--- src/rtl/nib_rx_pkg.sv ---
package nib_rx_pkg;

    localparam int NIB_W  = 4;
    localparam int BYTE_W = 2 * NIB_W;

    typedef enum logic {
        ST_HUNT,
        ST_PAY
    } rx_state_e;

    typedef struct packed {
        logic              valid;
        logic              start;
        logic              last;
        logic              err;
        logic [BYTE_W-1:0] data;
    } rx_byte_t;

    typedef struct packed {
        rx_state_e         st;
        logic              saw_pre;
        logic              half;
        logic [NIB_W-1:0]  low;
        logic              pend_v;
        logic              pend_first;
        logic [BYTE_W-1:0] pend;
        logic              first;
        logic              err;
        rx_byte_t          out;
    } fr_state_t;

    typedef struct packed {
        logic lpi;
        logic absent;
    } st_state_t;

endpackage

--- src/rtl/nib_rx_sync.sv ---
module nib_rx_sync #(
    parameter int STAGES = 2,
    parameter int W      = 1
) (
    input  logic         clk,
    input  logic         rst_n,
    input  logic [W-1:0] din,
    output logic [W-1:0] dout
);
    logic [STAGES-1:0][W-1:0] chain_d, chain_q;

    always_comb begin
        chain_d[0] = din;
        for (int i = 1; i < STAGES; i++) begin
            chain_d[i] = chain_q[i-1];
        end
    end

    always_ff @(posedge clk) begin
        if (!rst_n) chain_q <= '0;
        else        chain_q <= chain_d;
    end

    assign dout = chain_q[STAGES-1];
endmodule

--- src/rtl/nib_rx_framer.sv ---
module nib_rx_framer
    import nib_rx_pkg::*;
#(
    parameter logic [NIB_W-1:0] PRE_NIB = 4'h5,
    parameter logic [NIB_W-1:0] SFD_NIB = 4'hD
) (
    input  logic             clk,
    input  logic             rst_n,
    input  logic [NIB_W-1:0] rxd,
    input  logic             rx_dv,
    input  logic             rx_er,
    output rx_byte_t         out
);
    fr_state_t fr_d, fr_q;

    always_comb begin
        fr_d     = fr_q;
        fr_d.out = '0;
        if (rx_dv) begin
            fr_d.err = fr_q.err | rx_er;
            if (fr_q.st == ST_HUNT) begin
                if (fr_q.saw_pre && (rxd == SFD_NIB)) begin
                    fr_d.st     = ST_PAY;
                    fr_d.half   = 1'b0;
                    fr_d.first  = 1'b1;
                    fr_d.pend_v = 1'b0;
                end
                fr_d.saw_pre = (rxd == PRE_NIB);
            end else if (!fr_q.half) begin
                fr_d.low  = rxd;
                fr_d.half = 1'b1;
            end else begin
                fr_d.half = 1'b0;
                if (fr_q.pend_v) begin
                    fr_d.out.valid = 1'b1;
                    fr_d.out.start = fr_q.pend_first;
                    fr_d.out.data  = fr_q.pend;
                end
                fr_d.pend       = {rxd, fr_q.low};
                fr_d.pend_first = fr_q.first;
                fr_d.pend_v     = 1'b1;
                fr_d.first      = 1'b0;
            end
        end else begin
            if ((fr_q.st == ST_PAY) && fr_q.pend_v) begin
                fr_d.out.valid = 1'b1;
                fr_d.out.start = fr_q.pend_first;
                fr_d.out.last  = 1'b1;
                fr_d.out.err   = fr_q.err | fr_q.half;
                fr_d.out.data  = fr_q.pend;
            end
            fr_d.st      = ST_HUNT;
            fr_d.saw_pre = 1'b0;
            fr_d.half    = 1'b0;
            fr_d.pend_v  = 1'b0;
            fr_d.first   = 1'b0;
            fr_d.err     = 1'b0;
        end
    end

    always_ff @(posedge clk) begin
        if (!rst_n) fr_q <= '0;
        else        fr_q <= fr_d;
    end

    assign out = fr_q.out;
endmodule

--- src/rtl/nib_rx_status.sv ---
module nib_rx_status
    import nib_rx_pkg::*;
#(
    parameter logic [NIB_W-1:0] LPI_CODE    = 4'h1,
    parameter int               SYNC_STAGES = 2
) (
    input  logic             clk,
    input  logic             rst_n,
    input  logic [NIB_W-1:0] rxd,
    input  logic             rx_dv,
    input  logic             rx_er,
    input  logic             crs_async,
    input  logic             col_async,
    output logic             lpi_active,
    output logic             carrier,
    output logic             collision,
    output logic             phy_absent
);
    logic [1:0] line_s;
    st_state_t  st_d, st_q;

    nib_rx_sync #(.STAGES(SYNC_STAGES), .W(2)) u_sync (
        .clk  (clk),
        .rst_n(rst_n),
        .din  ({col_async, crs_async}),
        .dout (line_s)
    );

    always_comb begin
        st_d        = st_q;
        st_d.lpi    = !rx_dv && rx_er && (rxd == LPI_CODE);
        st_d.absent = line_s[1] && !line_s[0];
    end

    always_ff @(posedge clk) begin
        if (!rst_n) st_q <= '0;
        else        st_q <= st_d;
    end

    assign lpi_active = st_q.lpi;
    assign carrier    = line_s[0];
    assign collision  = line_s[1];
    assign phy_absent = st_q.absent;
endmodule

--- src/rtl/nib_rx_assembler.sv ---
module nib_rx_assembler
    import nib_rx_pkg::*;
#(
    parameter logic [NIB_W-1:0] PRE_NIB     = 4'h5,
    parameter logic [NIB_W-1:0] SFD_NIB     = 4'hD,
    parameter logic [NIB_W-1:0] LPI_CODE    = 4'h1,
    parameter int               SYNC_STAGES = 2
) (
    input  logic              clk,
    input  logic              rst_n,
    input  logic [NIB_W-1:0]  rxd,
    input  logic              rx_dv,
    input  logic              rx_er,
    input  logic              crs_async,
    input  logic              col_async,
    output logic [BYTE_W-1:0] byte_data,
    output logic              byte_valid,
    output logic              byte_start,
    output logic              byte_last,
    output logic              byte_err,
    output logic              lpi_active,
    output logic              carrier,
    output logic              collision,
    output logic              phy_absent
);
    rx_byte_t fr_out;

    nib_rx_framer #(.PRE_NIB(PRE_NIB), .SFD_NIB(SFD_NIB)) u_framer (
        .clk  (clk),
        .rst_n(rst_n),
        .rxd  (rxd),
        .rx_dv(rx_dv),
        .rx_er(rx_er),
        .out  (fr_out)
    );

    nib_rx_status #(.LPI_CODE(LPI_CODE), .SYNC_STAGES(SYNC_STAGES)) u_status (
        .clk       (clk),
        .rst_n     (rst_n),
        .rxd       (rxd),
        .rx_dv     (rx_dv),
        .rx_er     (rx_er),
        .crs_async (crs_async),
        .col_async (col_async),
        .lpi_active(lpi_active),
        .carrier   (carrier),
        .collision (collision),
        .phy_absent(phy_absent)
    );

    assign byte_data  = fr_out.data;
    assign byte_valid = fr_out.valid;
    assign byte_start = fr_out.start;
    assign byte_last  = fr_out.last;
    assign byte_err   = fr_out.err;
endmodule

--- config.mk ---
export PLATFORM = sky130hd
export DESIGN_NAME = nib_rx_assembler
export DESIGN_NICKNAME = d
export VERILOG_FILES = /design/src/rtl/nib_rx_pkg.sv /design/src/rtl/nib_rx_sync.sv /design/src/rtl/nib_rx_framer.sv /design/src/rtl/nib_rx_status.sv /design/src/rtl/nib_rx_assembler.sv
export SDC_FILE = /design/constraint.sdc
export NUM_CORES = 1
export LEC_CHECK = 0
export CORE_MARGIN = 5
export CORE_UTILIZATION = 50
export DETAILED_ROUTE_END_ITERATION = 8
export DONT_BUFFER_PORTS = 1
export PLACE_DENSITY = 0.64
export SYNTH_ARGS = -nofsm -noshare
export SYNTH_HDL_FRONTEND = slang
export SYNTH_HIERARCHICAL = 1
export SYNTH_SLANG_ARGS = --single-unit
export TNS_END_PERCENT = 100
--- constraint.sdc ---
create_clock -name clk -period 3.3 [get_ports clk]
set_clock_uncertainty 0.05 [all_clocks]
set_input_delay 0.99 -clock clk [delete_from_list [all_inputs] [get_ports clk]]
set_output_delay 0.99 -clock clk [all_outputs]
set_load 0.01 [all_outputs]
==> flow_metrics.py <==
metrics = {
    "status": {
        "status": "finished, final reports clean",
    },
    "logic_synthesis": {
        "synth.yosys.warnings": 6,
        "synth-seq-area-share_pct": 54.56,
        "synth_simple_gate_area_share_pct": 25.16,
        "synth_area_sq_um": 1358,
        "synth_nets": 138,
        "combinational_family_with_the_most_area_after_synthesis": "simple AND/OR/NAND/NOR gates",
        "netlist_instances": 128,
        "synth-seq-cells": 37,
        "synth_xor_area_share_pct": 0,
        "number_of_distinct_standard_cells_referenced_by_the_synthesized_netlist": 24,
        "post_synth_fa_ha_maj_area_fraction_pct": 0,
        "syn_avg_cell_area_sq_um": 10.61,
        "post_synth_mux_area_share_pct": 2.949,
        "synth_compound_area_share_pct": 8.571,
    },
    "clocking": {
        "post_cts.resized_instances": 0,
        "clk_pin_slew_ns": 0.09,
        "cts-buffers-inserted": 5,
        "postCtsSetupRepairBufs": 0,
        "clkSinkCount": 37,
        "worstSkewPairLatency_ns": 0.32,
        "cts-htree-levels": 2,
        "clock_tree_from_tritoncts": "yes",
        "postCtsHoldBufs": 0,
        "cts-root-buf": "clkbuf_4",
        "ctsLongestPathBuffers": 2,
    },
    "power": {
        "power_w": 0.0006757,
        "intPower_w": 0.0005400,
        "vdd.ir_drop.worst_v": 0.0003268,
        "pwr-share-comb_pct": 1.6,
        "power.share.switching_pct": 20.09,
        "power_share_of_the_clock_group_pct": 31.6,
        "p_per_area_nw_per_um2": 510.0,
        "leakagePower_nw": 0.5184,
        "p_switching_w": 0.0001357,
        "power.share.sequential_pct": 66.8,
    },
    "sta": {
        "max_frequency_mhz": 572.2,
        "timing.final.crit_share_pct": 52.95,
        "setup-tns-final_ns": 0,
        "rsz0062_at_grt": "no",
        "report.final.hold_viol_count": 0,
        "finalSetupViolCount": 0,
        "report.final.slew_viol_count": 0,
        "max_slew.worst_pin.slew_ns": 0.4196,
        "period_needed_ns": 1.747,
        "slew_headroom_pct": 71.99,
        "fin_worst_hold_slack_ns": 0.3887,
    },
    "routing": {
        "route.detailed.wl_per_inst_um": 12.76,
        "detailroute.wirelength.met3_um": 162,
        "routed_wirelength_mm": 1.914,
        "drt-met1-wl_um": 830,
        "vias_per_cell": 5.147,
        "wl_met2_um": 895,
        "ant_nets": 0,
        "drtIter0Drc": 25,
        "drtPass1Iterations": 4,
        "drc": 0,
        "top_layer_used": "met4",
        "detailroute.via_count": 772,
    },
    "min_path": {
        "worst_hold_path_type": "flop to flop",
        "launch_instance_of_the_worst_min_delay_path": "u_status/u_sync/chain_d[3]",
        "endpoint_of_the_worst_hold_timing_path": "u_status/u_sync/dout[1]",
        "number_of_cells_on_the_worst_hold_path": 1,
    },
    "floorplan": {
        "die_h_um": 62.11,
        "die-area_sq_um": 3857,
        "placement_rows": 18,
        "boundaryPins": 26,
        "initial_cell_density_of_the_core_pct": 53.34,
        "die_x_um": 62.11,
        "core_area_sq_um": 2545,
    },
    "final_layout": {
        "diodes": 0,
        "area.growth.synth_to_final_pct": -2.396,
        "layout-drive-gt1-share_pct": 16.67,
        "final_net_count": 129,
        "layout.cells.most_common_list": "dfxtp_1 (37), nand2_1 (14), and2_1 (13), nand3_1 (11), o21ai_2 (9)",
        "final.fill_count": 251,
        "final_common_cell": "dfxtp_1",
        "number_of_non_filler_instances_in_the_completed_layout": 150,
    },
    "worst_setup_path": {
        "worstPathMaxFanout": 2,
        "worstSetupStartpointType": "flop",
        "worst-endpoint-arrival_ns": 0.71,
        "path_class": "flop to primary output",
        "timing.reg2reg.worst_path_depth": 3,
        "worst_r2r_dst": "u_framer/fr_q[20]",
        "required_time_worst_endpoint_ns": 2.26,
        "worstSetupEndpointType": "primary output",
        "r2r_slack_ns": 1.97,
        "timing.rr.start": "u_framer/fr_q[30]",
    },
    "placement": {
        "dp.cells": 142,
        "port_buffers": 0,
        "detailedPlacementHpwl_mm": 1.364,
        "gpl.final_weighted_congestion": 0.8483,
    },
    "global_route": {
        "grt_usage_pct": 11.24,
        "vias_in_the_first_global_route": 769,
        "grt_max_degree": 28,
        "global_route_overflow": 0,
        "antenna_found_initial": 0,
        "grt_pass1_wl_mm": 3.443,
    },
    "flow_run": {
        "max_capacitance_violation_total": 0,
    },
}
-- cell families after synthesis --
kind of cell,count (synthesis)
flip-flops,37
AO/OA/AOI/OAI,15
buffers and inverters,16
multiplexers,4
AND/OR/NAND/NOR,56
-- through the flow --
stage / instance area [sq um] / utilization, % / worst slack, ns
final: 1325 / 52.06 / 1.553
after global routing: 1325 / 52.06 / 1.492
after CTS: 1325 / 52.06 / 1.521
after detailed placement: 1276 / 50.15 / 1.566
after global placement: 1276 / 50.15 / 1.587
after floorplan: 1358 / - / 1.602
-- per-layer routing --
layer	vias up	track usage (%)
li1	397	-
met1	349	12.44
met2	22	16.84
met3	4	5.036
met4	0	8.130
met5	-	0
-- power by group through the flow --
stage	clock (W)	sequential, W	combinational (W)
CTS	0.000228	0.000452	0.0000112
global route	0.000249	0.000452	0.0000125
finish	0.000213	0.000451	0.0000111
global placement	0	0.000462	0.0000110
detailed placement	0	0.000462	0.0000112
floorplan	0	0.000462	0.0000131
-- synthesized netlist by cell type (all sizes together) --
library cell | number | area share [%]
and3b | 1 | 0.65
and2 | 13 | 6.0
nor2 | 7 | 2.5
o21ai | 9 | 5.8
mux2i | 4 | 2.9
buf | 16 | 8.8
or3 | 2 | 0.92
nand2 | 15 | 4.7
nor4bb | 1 | 0.74
nor2b | 1 | 1.0
o31ai | 2 | 1.1
dfxtp | 37 | 55
nand3b | 1 | 1.5
o21a | 1 | 0.55
nor4b | 1 | 0.65
a21oi | 3 | 1.1
and3 | 1 | 0.46
nand3 | 13 | 6.1
-- cell type report --
cell class              count  area, sq um  share of cell area (%)
multi-input cells          75        498.0                   37.58
well taps                  30        37.54                   2.833
clock buffers               8        48.80                   3.683
flip-flops and latches     37        740.7                   55.90
-- worst max-delay path by stage --
stage                            start                end  cells past startpoint
3_5_place_dp                    rxd[1]  u_framer/fr_q[13]                      3
4_1_cts        u_status/u_sync/dout[1]          collision                      0
6_report       u_status/u_sync/dout[1]          collision                      0
3_3_place_gp                    rxd[1]  u_framer/fr_q[13]                      3
2_1_floorplan                   rxd[1]  u_framer/fr_q[13]                      3
5_1_grt        u_status/u_sync/dout[1]          collision                      0
-- flip-flops by register name, indices dropped and copies added, names as in the netlist --
signal                   flops
u_framer/out                12
u_status/lpi_active          1
u_status/u_sync/chain_d      2
u_status/phy_absent          1
u_status/u_sync/dout         2
u_framer/fr_q               19
Power figures use the tool's default switching activity.
